==> src/rtl/blkxfer_pkg.sv <==
package blkxfer_pkg;

    typedef enum logic [1:0] {
        ST_IDLE = 2'd0,
        ST_SEND = 2'd1,
        ST_DONE = 2'd2
    } seq_state_t;

    typedef enum logic [1:0] {
        SEL_CTL   = 2'd0,
        SEL_DSTHI = 2'd1,
        SEL_OFFLO = 2'd2,
        SEL_MODE  = 2'd3
    } reg_sel_t;

endpackage

==> src/rtl/blkxfer_regs.sv <==
module blkxfer_regs
    import blkxfer_pkg::*;
#(
    parameter int WORD_W = 32,
    parameter int ID_W   = 16,
    localparam int HI_W  = WORD_W - ID_W,
    localparam int OFF_W = WORD_W + HI_W
) (
    input  logic              clk,
    input  logic              rst_n,
    input  logic              bus_reset,
    input  logic              wr_en,
    input  logic [1:0]        wr_sel,
    input  logic [WORD_W-1:0] wr_data,
    input  logic              lock,
    input  logic              dec,
    output logic [WORD_W-1:0] ctl_word,
    output logic              long_mode,
    output logic [ID_W-1:0]   dst_id,
    output logic [OFF_W-1:0]  base_off
);

    logic [HI_W-1:0]   off_hi;
    logic [WORD_W-1:0] off_lo;

    always_ff @(posedge clk) begin
        if (!rst_n) begin
            ctl_word  <= '0;
            long_mode <= 1'b0;
        end else if (bus_reset) begin
            ctl_word  <= '0;
        end else if (dec) begin
            ctl_word  <= ctl_word - 1'b1;
        end else if (wr_en && !lock) begin
            if (wr_sel == SEL_CTL)  ctl_word  <= wr_data;
            if (wr_sel == SEL_MODE) long_mode <= wr_data[0];
        end
    end

    always_ff @(posedge clk) begin
        if (!rst_n) begin
            dst_id <= '0;
            off_hi <= '0;
            off_lo <= '0;
        end else if (wr_en) begin
            if (wr_sel == SEL_DSTHI) begin
                dst_id <= wr_data[ID_W-1:0];
                off_hi <= wr_data[WORD_W-1:ID_W];
            end
            if (wr_sel == SEL_OFFLO) off_lo <= wr_data;
        end
    end

    assign base_off = {off_hi, off_lo};

    a_r8_word_cleared: assert property (@(posedge clk) disable iff (!rst_n)
        bus_reset |=> ctl_word == '0);
    a_r3_count_dec: assert property (@(posedge clk) disable iff (!rst_n)
        (dec && !bus_reset) |=> ctl_word == $past(ctl_word) - 1'b1);
    a_r9_word_locked: assert property (@(posedge clk) disable iff (!rst_n)
        (lock && !dec && !bus_reset) |=> ($stable(ctl_word) && $stable(long_mode)));

endmodule

==> src/rtl/blkxfer_offset.sv <==
module blkxfer_offset #(
    parameter int OFF_W = 48
) (
    input  logic             clk,
    input  logic             rst_n,
    input  logic             load,
    input  logic             adv,
    input  logic [OFF_W-1:0] base,
    input  logic [OFF_W-1:0] step,
    output logic [OFF_W-1:0] cur
);

    always_ff @(posedge clk) begin
        if (!rst_n)    cur <= '0;
        else if (load) cur <= base;
        else if (adv)  cur <= cur + step;
    end

    a_r5_offset_load: assert property (@(posedge clk) disable iff (!rst_n)
        load |=> cur == $past(base));
    a_r6_offset_advance: assert property (@(posedge clk) disable iff (!rst_n)
        (adv && !load) |=> cur == OFF_W'($past(cur) + $past(step)));

endmodule

==> src/rtl/blkxfer_fsm.sv <==
module blkxfer_fsm
    import blkxfer_pkg::*;
(
    input  logic clk,
    input  logic rst_n,
    input  logic bus_reset,
    input  logic start,
    input  logic blk_sent,
    input  logic word_zero,
    input  logic last_blk,
    output logic busy,
    output logic done,
    output logic load,
    output logic adv
);

    seq_state_t state, state_nx;

    always_ff @(posedge clk) begin
        if (!rst_n) state <= ST_IDLE;
        else        state <= state_nx;
    end

    always_comb begin
        state_nx = state;
        if (bus_reset) begin
            state_nx = ST_IDLE;
        end else begin
            unique case (state)
                ST_IDLE, ST_DONE: state_nx = (start && !word_zero) ? ST_SEND : ST_IDLE;
                ST_SEND:          if (blk_sent && last_blk) state_nx = ST_DONE;
                default:          state_nx = ST_IDLE;
            endcase
        end
    end

    always_comb begin
        busy = 1'b0;
        done = 1'b0;
        load = 1'b0;
        adv  = 1'b0;
        unique case (state)
            ST_IDLE: load = start && !word_zero && !bus_reset;
            ST_SEND: begin
                busy = 1'b1;
                adv  = blk_sent && !bus_reset;
            end
            ST_DONE: begin
                done = 1'b1;
                load = start && !word_zero && !bus_reset;
            end
            default: ;
        endcase
    end

    a_r4_done_single: assert property (@(posedge clk) disable iff (!rst_n)
        done |=> !done);
    a_r4_finish: assert property (@(posedge clk) disable iff (!rst_n)
        (busy && blk_sent && last_blk && !bus_reset) |=> (done && !busy));
    a_r8_abort_quiet: assert property (@(posedge clk) disable iff (!rst_n)
        bus_reset |=> (!busy && !done));
    a_r2_zero_start: assert property (@(posedge clk) disable iff (!rst_n)
        (!busy && start && word_zero) |=> !busy);

endmodule

==> src/rtl/blkxfer_seq.sv <==
module blkxfer_seq
    import blkxfer_pkg::*;
#(
    parameter int WORD_W    = 32,
    parameter int ID_W      = 16,
    parameter int BLK_BYTES = 512,
    localparam int HI_W     = WORD_W - ID_W,
    localparam int OFF_W    = WORD_W + HI_W
) (
    input  logic              clk,
    input  logic              rst_n,
    input  logic              bus_reset,
    input  logic              reg_wr,
    input  logic [1:0]        reg_sel,
    input  logic [WORD_W-1:0] reg_wdata,
    input  logic              start,
    input  logic              blk_sent,
    output logic              busy,
    output logic              done,
    output logic [WORD_W-1:0] ctl_word,
    output logic [ID_W-1:0]   dst_id,
    output logic [OFF_W-1:0]  cur_offset
);

    localparam logic [OFF_W-1:0] STEP_FIXED = OFF_W'(BLK_BYTES);

    logic             long_mode;
    logic [OFF_W-1:0] base_off;
    logic [OFF_W-1:0] step;
    logic             word_zero;
    logic             last_blk;
    logic             load;
    logic             adv;

    assign word_zero = (ctl_word == '0);
    assign last_blk  = long_mode || (ctl_word == WORD_W'(1));
    assign step      = long_mode ? OFF_W'(ctl_word) : STEP_FIXED;

    blkxfer_regs #(.WORD_W(WORD_W), .ID_W(ID_W)) u_regs (
        .clk       (clk),
        .rst_n     (rst_n),
        .bus_reset (bus_reset),
        .wr_en     (reg_wr),
        .wr_sel    (reg_sel),
        .wr_data   (reg_wdata),
        .lock      (busy),
        .dec       (adv && !long_mode),
        .ctl_word  (ctl_word),
        .long_mode (long_mode),
        .dst_id    (dst_id),
        .base_off  (base_off)
    );

    blkxfer_offset #(.OFF_W(OFF_W)) u_offset (
        .clk   (clk),
        .rst_n (rst_n),
        .load  (load),
        .adv   (adv),
        .base  (base_off),
        .step  (step),
        .cur   (cur_offset)
    );

    blkxfer_fsm u_fsm (
        .clk       (clk),
        .rst_n     (rst_n),
        .bus_reset (bus_reset),
        .start     (start),
        .blk_sent  (blk_sent),
        .word_zero (word_zero),
        .last_blk  (last_blk),
        .busy      (busy),
        .done      (done),
        .load      (load),
        .adv       (adv)
    );

endmodule

==> config.mk <==
export PLATFORM = sky130hd
export DESIGN_NAME = blkxfer_seq
export DESIGN_NICKNAME = d
export VERILOG_FILES = /design/src/rtl/blkxfer_pkg.sv /design/src/rtl/blkxfer_regs.sv /design/src/rtl/blkxfer_offset.sv /design/src/rtl/blkxfer_fsm.sv /design/src/rtl/blkxfer_seq.sv
export SDC_FILE = /design/constraint.sdc
export NUM_CORES = 1
export LEC_CHECK = 0
export ABC_AREA = 1
export BUFFER_PORTS_ARGS = -buffer_cell sky130_fd_sc_hd__buf_2
export CAP_MARGIN = 20
export CORE_AREA = 2 2 149 151
export CTS_BUF_LIST = sky130_fd_sc_hd__clkbuf_2
export CTS_CLUSTER_DIAMETER = 150
export DETAILED_ROUTE_END_ITERATION = 7
export DIE_AREA = 0 0 151 153
export HOLD_SLACK_MARGIN = 0.08
export MAX_ROUTING_LAYER = met4
export PLACE_DENSITY = 0.86
export SYNTH_ARGS = -nofsm -noshare
export SYNTH_HDL_FRONTEND = slang
export SYNTH_HIERARCHICAL = 1
export SYNTH_SLANG_ARGS = --single-unit
==> constraint.sdc <==
create_clock -name clk -period 2.24 [get_ports clk]
set_clock_uncertainty 0.05 [all_clocks]
set_input_delay 0.448 -clock clk [delete_from_list [all_inputs] [get_ports clk]]
set_output_delay 0.448 -clock clk [all_outputs]
set_load 0.01 [all_outputs]
==> results.sh <==
export IMPL_whs_ns=0.404
export IMPL_critPathKind="reg2reg"
export IMPL_route_final_wire_length_mm=58.5
export IMPL_synth_top_flop_cell="dfxtp_1"
export IMPL_post_synth_main_area_contributors="dfxtp_1, nand2_1, inv_1, a21oi_1, ha_1"
export IMPL_drt_drc_violations_left=11
export IMPL_ys_seq_elements=147
export IMPL_wire_per_inst_um=22.0
export IMPL_detailroute_via_count=15997
export IMPL_placement_io_buffers=137
export IMPL_die_height_um=153
export IMPL_cap_viol_max_count=0
export IMPL_dp_hpwl_mm=37.9
export IMPL_global_route_overflow_total=0
export IMPL_power_leakage_nw=9.09
export IMPL_ctsRootBufferMaster="clkbuf_2"
export IMPL_drive_above_1_share_pct=37.8
export IMPL_num_rows=54
export IMPL_cts_tree="yes"
export IMPL_slew_headroom_pct=57.6
export IMPL_worst_case_setup_margin_in_the_final_layout_ns=-0.266
export IMPL_synth_enable_flop_cells=0
export IMPL_first_pass_grt_wire_length_mm=80.1
export IMPL_antenna_violating_nets_post_route=0
export IMPL_synthMostInstantiatedCell="nand2_1"
export IMPL_hold_class="in2reg"
export IMPL_antenna_violations_before_repair=3
export IMPL_fin_setup_tns_ns=-5.66
export IMPL_ys_async_sr_fraction_pct=0
export IMPL_setup_viol=48
export IMPL_cts_inserted_buffers=17
export IMPL_design_die_area_um2=23100
export IMPL_n_fill_cell=1470
export IMPL_timing_critical_path_arrival_ns=3.18
export IMPL_worstHoldStart="reg_wdata[16]"
export IMPL_cts_htree_levels=4
export IMPL_report_power_total_mw=6.23
export IMPL_cp_end_kind="flip-flop"
export IMPL_drt_pass1_iterations=8
export IMPL_core_region_area_um2=21500
export IMPL_area_leader_netlist="dfxtp_1"
export IMPL_final_period_utilization_pct=112
export IMPL_failed_checks="DRC, setup timing"
export IMPL_crit_required_ns=2.92
export IMPL_grt_max_degree=65
export IMPL_netlist_cell_type_count=42
export IMPL_irDropWorstVdd_uv=388
export IMPL_layout_nets=2452
export IMPL_critical_path_peak_fanout=8
export IMPL_cp_start_kind="flip-flop"
export IMPL_drt_first_iter_violations=2190
export IMPL_regToRegStartpoint="u_regs/long_mode"
export IMPL_dpl_worst_slack_ns=-0.320
export IMPL_fin_cells=2659
export IMPL_grt_pass1_vias=14580
export IMPL_post_place_cells=2522
export IMPL_clock_fmax_mhz=399
export IMPL_synthesized_area_um2=11600
export IMPL_run_status="finished, violations left"
export IMPL_grt_use_total_pct=46.8
export IMPL_ratio_of_routed_vias_to_standard_cells=6.02
export IMPL_worst_setup_path_startpoint="u_regs/long_mode"
export IMPL_sequential_fraction_of_the_synthesis_area_pct=25.3
export IMPL_ys_warn_count=6
export IMPL_clk_latency_ns=0.82
export IMPL_initial_utilization_pct=54.1
export IMPL_final_max_slew_viol_count=0
export IMPL_floorplan_io_pins=138
export IMPL_synth_top_cell_area_share_pct=25.3
export IMPL_clkSinkCount=147
export IMPL_synth_common_cells="nand2_1, inv_1, dfxtp_1"
export IMPL_worst_slew_pin_transition_ns=0.636
export IMPL_chipWidth_um=151
export IMPL_post_layout_utilization_of_the_core_pct=79.0
export IMPL_grt_setup_unrepaired="true"
export IMPL_syn2layout_area_growth_pct=46.2
export IMPL_dpl_cell_area_um2=13800
export IMPL_power_per_cell_area_nw_per_um2=367
export IMPL_period_minus_slack_ns=2.51
export IMPL_cts_root_to_sink_buffers=2
export IMPL_syn_instance_count=1983
export IMPL_path_clk_slew_ns=0.29
export IMPL_synth_area_per_cell_um2=5.86
export IMPL_timing_hold_violations_final=0
export IMPL_finalWeightedCongestion=1.04
export IMPL_design_area_um2=17000
## layout by cell type (no fill, tap or decap), types with 4 or more instances in the layout
| master | n |
|---|---|
| a22oi_1 | 28 |
| clkbuf_2 | 17 |
| conb_1 | 16 |
| a21oi_1 | 106 |
| buf_12 | 10 |
| buf_4 | 162 |
| clkinv_8 | 6 |
| nor3_1 | 4 |
| dfxtp_4 | 4 |
| nor2_2 | 34 |
| ha_1 | 16 |
| nand3_2 | 26 |
| o21ai_0 | 84 |
| inv_1 | 314 |
| a31oi_1 | 18 |
| nor2_4 | 51 |
| nand2_4 | 54 |
| inv_4 | 9 |
| buf_2 | 137 |
| nand3_1 | 70 |
| dlygate4sd3_1 | 50 |
| nand2_1 | 444 |
| o21ai_1 | 29 |
| nand4_1 | 22 |
| nand3_4 | 10 |
| a21oi_2 | 42 |
| nand2_2 | 143 |
| dfxtp_2 | 12 |
| nor2_1 | 122 |
| buf_6 | 36 |
| ha_4 | 32 |
| dfxtp_1 | 131 |
| a21oi_4 | 5 |
| nor3_2 | 5 |
| inv_2 | 71 |
| inv_6 | 4 |
| xor2_1 | 11 |
## routing by layer
layer | vias to the layer above | GRT usage [%] | part of all wire [%]
met2 | 1380 | 70.0 | 42
met4 | 0 | 32.2 | 11
met3 | 507 | 10.7 | 13
li1 | 6918 | - | -
met1 | 7192 | 55.4 | 34
met5 | - | - | 0
## logic make-up after synthesis
family                   after synthesis  synth area share [%]
AND/OR/NAND/NOR                      997                  38.1
buffers and inverters                450                  14.9
AO/OA/AOI/OAI                        324                  15.2
flip-flops                           147                  25.3
adder cells (fa/ha/maj)               49                  5.34
XOR/XNOR                              15                  1.13
other                                  1                0.0323
## state kept, by name (all words and copies together), names as in the netlist
name              count
u_regs/long_mode      1
u_regs/ctl_word      32
u_regs/dst_id        16
u_offset/cur         48
u_fsm/state           2
u_regs/off_hi        16
u_regs/off_lo        32
## final timing paths
path	endpoint	slack (ns)	depth (start not counted)
max	u_offset/cur[22]	-0.27	17
min	u_regs/off_lo[16]	0.40	4
max reg2reg	u_offset/cur[22]	-0.27	17
min reg2reg	u_regs/dst_id[5]	0.41	2
## worst max-delay path: stages (launching register included)
cell and delay (ns):
dfxtp_4 0.44, buf_12 0.14, buf_16 0.14, nand2_4 0.07
inv_4 0.04, ha_4 0.27, nand2_2 0.11, nand2_4 0.08
nand2_2 0.10, nand2_4 0.07, nand2_1 0.08, nand2_2 0.16
nand2_2 0.14, nand3_4 0.10, buf_6 0.14, a21oi_2 0.12
o21ai_1 0.08, a21oi_1 0.13
## layout make-up
type	count	area [um2]	area share [%]
repair inverters	1	7.51	0.0442
repair buffers	400	3120	18.4
clock buffers	17	85.1	0.501
inverters	395	1510	8.88
well taps	280	350	2.06
flip-flops and latches	147	2970	17.5
multi-input cells	1401	8750	51.5
clock inverters	15	183	1.08
diodes	3	7.51	0.0442
## power by group
part	internal [mW]	switching [mW]	total [mW]
registers	2.72	0.116	2.84
logic	0.609	1.04	1.65
clock network	0.392	1.35	1.74
total	3.72	2.51	6.23
## what timing repair did
action                                 4_1_cts  5_1_grt
resized for setup                          220      329
pin swaps                                   70      145
gates cloned                                 3        3
setup buffers                               27       22
hold buffers                                51        0
setup endpoints to repair                   43       69
endpoints found under the hold margin       90        0
Power figures use the tool's default switching activity.
